`config.mk`:
```
export PLATFORM = sky130hd
export DESIGN_NAME = ber_mon
export DESIGN_NICKNAME = d
export VERILOG_FILES = /design/src/rtl/ber_mon.sv
export SDC_FILE = /design/constraint.sdc
export NUM_CORES = 1
export LEC_CHECK = 0
export ABC_AREA = 1
export BUFFER_PORTS_ARGS = -buffer_cell sky130_fd_sc_hd__buf_2
export CORE_MARGIN = 2
export CORE_UTILIZATION = 67
export CTS_BUF_LIST = sky130_fd_sc_hd__clkbuf_4
export DETAILED_ROUTE_END_ITERATION = 12
export GPL_TIMING_DRIVEN = 0
export PLACE_DENSITY = 0.88
export SETUP_SLACK_MARGIN = 0.4
export SLEW_MARGIN = 20
export SYNTH_ARGS = -nofsm -noshare
export SYNTH_HDL_FRONTEND = slang
export SYNTH_SLANG_ARGS = --single-unit
```
`constraint.sdc`:
```
create_clock -name clk -period 3.26 [get_ports clk]
set_clock_uncertainty 0.1 [all_clocks]
set_input_delay 0.652 -clock clk [delete_from_list [all_inputs] [get_ports clk]]
set_output_delay 0.652 -clock clk [all_outputs]
set_load 0.02 [all_outputs]
```
`src/rtl/ber_mon.sv`:
```
module ber_mon #(
  parameter int CLK_KHZ = 161133,
  parameter int LIMIT   = 16,
  parameter int STAT_W  = 16
) (
  input  logic              clk,
  input  logic              rst,
  input  logic              lock,
  input  logic              hdr_vld,
  input  logic              hdr_ok,
  input  logic              stat_clr,
  output logic              hi_ber,
  output logic [STAT_W-1:0] bad_stat
);
  localparam int WIN = CLK_KHZ * 125 / 1000;
  localparam int TW  = $clog2(WIN + 1);
  localparam int CW  = $clog2(LIMIT + 1);

  logic [TW-1:0] tmr, hold;
  logic [CW-1:0] wcnt;

  wire          bad       = lock & hdr_vld & ~hdr_ok;
  wire          tick      = (tmr == TW'(WIN - 1));
  wire [CW:0]   nxt       = {1'b0, wcnt} + (CW+1)'(bad);
  wire          trig      = bad & (nxt >= (CW+1)'(LIMIT));
  wire          hold_done = (hold == TW'(WIN));
  wire          stat_max  = &bad_stat;

  always_ff @(posedge clk) begin
    if (rst) begin
      tmr    <= '0;
      wcnt   <= '0;
      hold   <= '0;
      hi_ber <= 1'b0;
    end else if (!lock) begin
      tmr    <= '0;
      wcnt   <= '0;
      hold   <= '0;
      hi_ber <= 1'b1;
    end else begin
      tmr  <= tick ? '0 : tmr + 1'b1;
      wcnt <= tick ? '0 : (trig ? CW'(LIMIT) : nxt[CW-1:0]);
      if (trig) begin
        hi_ber <= 1'b1;
        hold   <= '0;
      end else begin
        if (tick && hold_done) hi_ber <= 1'b0;
        if (!hold_done) hold <= hold + 1'b1;
      end
    end
  end

  always_ff @(posedge clk) begin
    if (rst || stat_clr)      bad_stat <= '0;
    else if (bad && !stat_max) bad_stat <= bad_stat + 1'b1;
  end


  tmr_range_chk: assert property (@(posedge clk) disable iff (rst)
    tmr <= TW'(WIN - 1));


  trig_chk: assert property (@(posedge clk) disable iff (rst)
    (lock && hdr_vld && !hdr_ok && wcnt == CW'(LIMIT - 1)) |=> hi_ber);


  win_restart_chk: assert property (@(posedge clk) disable iff (rst)
    (lock && tick) |=> (wcnt == '0));


  hold_min_chk: assert property (@(posedge clk) disable iff (rst)
    ($fell(hi_ber) && !$past(rst)) |-> $past(hold_done && tick));


  stat_inc_chk: assert property (@(posedge clk) disable iff (rst)
    (lock && hdr_vld && !hdr_ok && !stat_clr && !stat_max) |=> (bad_stat == $past(bad_stat) + 1'b1));


  stat_sat_chk: assert property (@(posedge clk) disable iff (rst)
    (stat_max && !stat_clr) |=> stat_max);


  stat_clr_chk: assert property (@(posedge clk) disable iff (rst)
    stat_clr |=> (bad_stat == '0));


  unlock_chk: assert property (@(posedge clk) disable iff (rst)
    !lock |=> (hi_ber && wcnt == '0 && tmr == '0));


  reset_chk: assert property (@(posedge clk)
    rst |=> (!hi_ber && bad_stat == '0 && wcnt == '0));
endmodule

```
==> run_results.csv <==
group,metric,value,unit
status,outcome,"finished, final reports clean",
grt,gr-total-overflow,0,
die,die_y,69.0,um
sta,hold_viol_final,0,
cells_and_area,syn_to_final_growth,7.88,%
yosys,ys_seq_elements,52,
yosys,synth_flop_cell,"dfxtp_1",
cells_and_area,fin_util,75.7,%
cells_and_area,drive_gt1_share,13.7,%
yosys,synth-edff-count,0,
place,dp_hpwl,4330,um
drt,vias_per_cell,5.18,
clock_tree,cts_resized,0,
yosys,ys_seq_area_share,36.8,%
sta,finalSetupTns,0,ns
min_path,hold_depth,2,
die,die_w,69.0,um
min_path,hold_end,"hi_ber$_SDFFE_PP0P_",
clock_tree,cts_tree,"yes",
cells_and_area,stdcell_area,0.00305,mm2
place,place_congestion,0.854,
yosys,async_flop_share,0,%
cells_and_area,fillCellCount,327,
min_path,hold_path_startpoint,"rst",
yosys,synth_xor_area_share,6.19,%
yosys,yosysWarnings,0,
die,initial_core_util,70.2,%
clock_tree,htreeDepth,2,
clock_tree,cts_sinks,52,
job,maxCapViolations,0,
drt,wl,5500,um
sta,slew_viol_final,0,
drt,drtIter0Drc,156,
critical_path,cp_max_fo,10,
critical_path,rr_worst_depth,10,
die,io_pins,23,
drt,drcViolationCount,0,
grt,track_usage,25.1,%
clock_tree,clockBufferDepth,2,
cells_and_area,multiInputGateArea,0.00153,mm2
yosys,synthDistinctLibCells,28,
yosys,yosys.area_share.simple,37.4,%
yosys,netlist_area,0.00283,mm2
clock_tree,clockRootBuffer,"clkbuf_4",
yosys,synth.area.mux_share,0,%
critical_path,ff2ff_setup_slack,1.52,ns
place,pre_cts_ws,0.618,ns
grt,antenna_found_initial,0,
grt,grt_pass1_vias,2133,
critical_path,startpoint_type,"input pin",
critical_path,cp_data_arrival_time,2.45,ns
die,core.rowCount,23,
power_and_ir_drop,power_density,315,mW/mm2
critical_path,worstSetupEndpointType,"flip-flop",
sta,max_freq,0.440,GHz
cells_and_area,final_nets,457,
yosys,synth_top_family_by_area,"simple AND/OR/NAND/NOR gates",
sta,finalSetupViolations,0,
drt,ant_nets,0,
cells_and_area,antennaDiodeCount,0,
sta,max_slew_margin,51.3,%
yosys,synth_fp_nets,428,
yosys,synth_compound_area_share,7.52,%
clock_tree,postCtsSetupBuffers,0,
critical_path,r2r-start,"tmr[0]$_SDFF_PP0_",
sta,setup_ws,0.988,ns
power_and_ir_drop,leakagePower,0.00118,uW
sta,worst_pin_slew,0.731,ns
yosys,syn_avg_cell_area,6.81,um2
critical_path,critical_path_class,"input pin to flip-flop",
die,dieArea,0.00476,mm2
critical_path,r2r-end,"tmr[10]$_SDFF_PP0_",
sta,min_period_over_period,69.7,%
sta,fin_crit,2.27,ns
power_and_ir_drop,peakVddDrop,0.000322,V
place,port_buffers,22,
drt,wire_per_inst,11.1,um
clock_tree,cts_buffers,5,
grt,grt_pass1_wl,9000,um
critical_path,required,3.43,ns
min_path,hold_path.class,"input pin to flip-flop",
place,dpl_cell_area,0.00300,mm2
sta,holdWs,0.376,ns
drt,first_pass_iters,4,
clock_tree,insertion_delay,0.36,ns
sta,grt_setup_unrepaired,"no",
clock_tree,clk_pin_slew,0.14,ns
drt,num_vias,2558,
yosys,synth_fa_ha_area_share,3.10,%
die,core,0.00403,mm2
yosys,synth_cells,415,
clock_tree,postCtsHoldBufs,0,
grt,grt_max_degree,15,
cells_and_area,regArea,0.00104,mm2
cells in the mapped netlist (3+ instances only):
master,count,area (um2)
nand3_1,31,155
nand2_2,5,31.3
nor2_2,7,43.8
a21oi_2,10,87.6
a21oi_1,15,75.1
nand4_1,10,62.6
nand2_1,104,390
nor3_1,14,70.1
dfxtp_1,52,1040
ha_1,7,87.6
nor2_1,62,233
xnor2_1,6,52.6
o21ai_0,3,15.0
xor2_1,14,123
inv_1,57,214
critical path, cell delays in order:
cell	delay [ns]
buf_2	0.10
nor2_1	0.12
nand2_1	0.13
inv_1	0.17
ha_1	0.19
ha_1	0.18
nand3_1	0.12
a21oi_1	0.20
nand2_1	0.13
nand2_1	0.17
buf_4	0.21
nor2_1	0.06
routing by layer:
metal | global-route usage, % | up-vias | part of all wire, %
met2 | 41.9 | 45 | 47
met1 | 33.0 | 1147 | 48
met5 | 0 | - | 0
met3 | 4.87 | 6 | 3.9
li1 | - | 1360 | -
met4 | 6.86 | 0 | 1.0
state kept, by name (all words and copies together) (netlist names):
name	cells
bad_stat	16
hi_ber	1
hold	15
tmr	15
wcnt	5
kinds of logic after synthesis:
group / count (synthesis)
and+or+nand+nor: 241
xor gates and xnor gates: 20
adders and majority gates: 7
AOI/OAI and AO/OA: 33
DFF: 52
buffers and inverters: 62
report_power, final:
part / switching, uW / internal, uW
sequential: 4.20 / 640
clock: 185 / 88.2
combinational: 29.2 / 15.0
total: 218 / 743
how the worst max path moves through the flow:
stage / start / end / depth (start not counted) / slack, ns
6_report: hdr_ok / hold[9]$_SDFFE_PP0P_ / 12 / 0.99
5_1_grt: hdr_vld / hold[8]$_SDFFE_PP0P_ / 14 / 0.84
4_1_cts: hdr_ok / hold[9]$_SDFFE_PP0P_ / 12 / 1.02
3_5_place_dp: hdr_ok / hold[9]$_SDFFE_PP0P_ / 12 / 0.62
3_3_place_gp: hdr_ok / hold[0]$_SDFFE_PP0P_ / 12 / 0.61
2_1_floorplan: hdr_vld / hold[0]$_SDFFE_PP0P_ / 12 / 1.06
metrics by stage:
| stage | instances | power, uW |
|---|---|---|
| floorplan | 415 | 688 |
| global route | 494 | 1000 |
| finish | 494 | 961 |
| CTS | 494 | 970 |
| global placement | 487 | 701 |
| detailed placement | 487 | 702 |
area by class of cell:
type | instances | share of cell area [%]
inverters | 57 | 7.01
clock inverters | 1 | 0.164
well taps | 50 | 2.05
repair buffers | 22 | 3.61
flip-flops and latches | 52 | 34.1
plain buffers | 5 | 1.27
clock buffers | 6 | 1.48
multi-input cells | 301 | 50.3
placed cells by master (no fill, tap or decap), types with 2 or more instances in the layout:
master	synthesis	routed
xnor2_1	6	6
nor3_1	14	14
clkbuf_4	0	6
a31oi_1	2	2
xor2_1	14	14
nor2_2	7	7
nand2_1	104	104
a21oi_1	15	15
o21ai_2	2	2
nor2_4	2	2
nor2_1	62	62
ha_1	7	7
o21ai_0	3	3
buf_2	1	23
inv_1	57	57
nand2_2	5	5
nand4_1	10	10
nor3b_1	2	2
a21oi_2	10	10
dfxtp_1	52	52
buf_6	2	2
nand3_1	31	31
(Power assumes the default switching activity.)
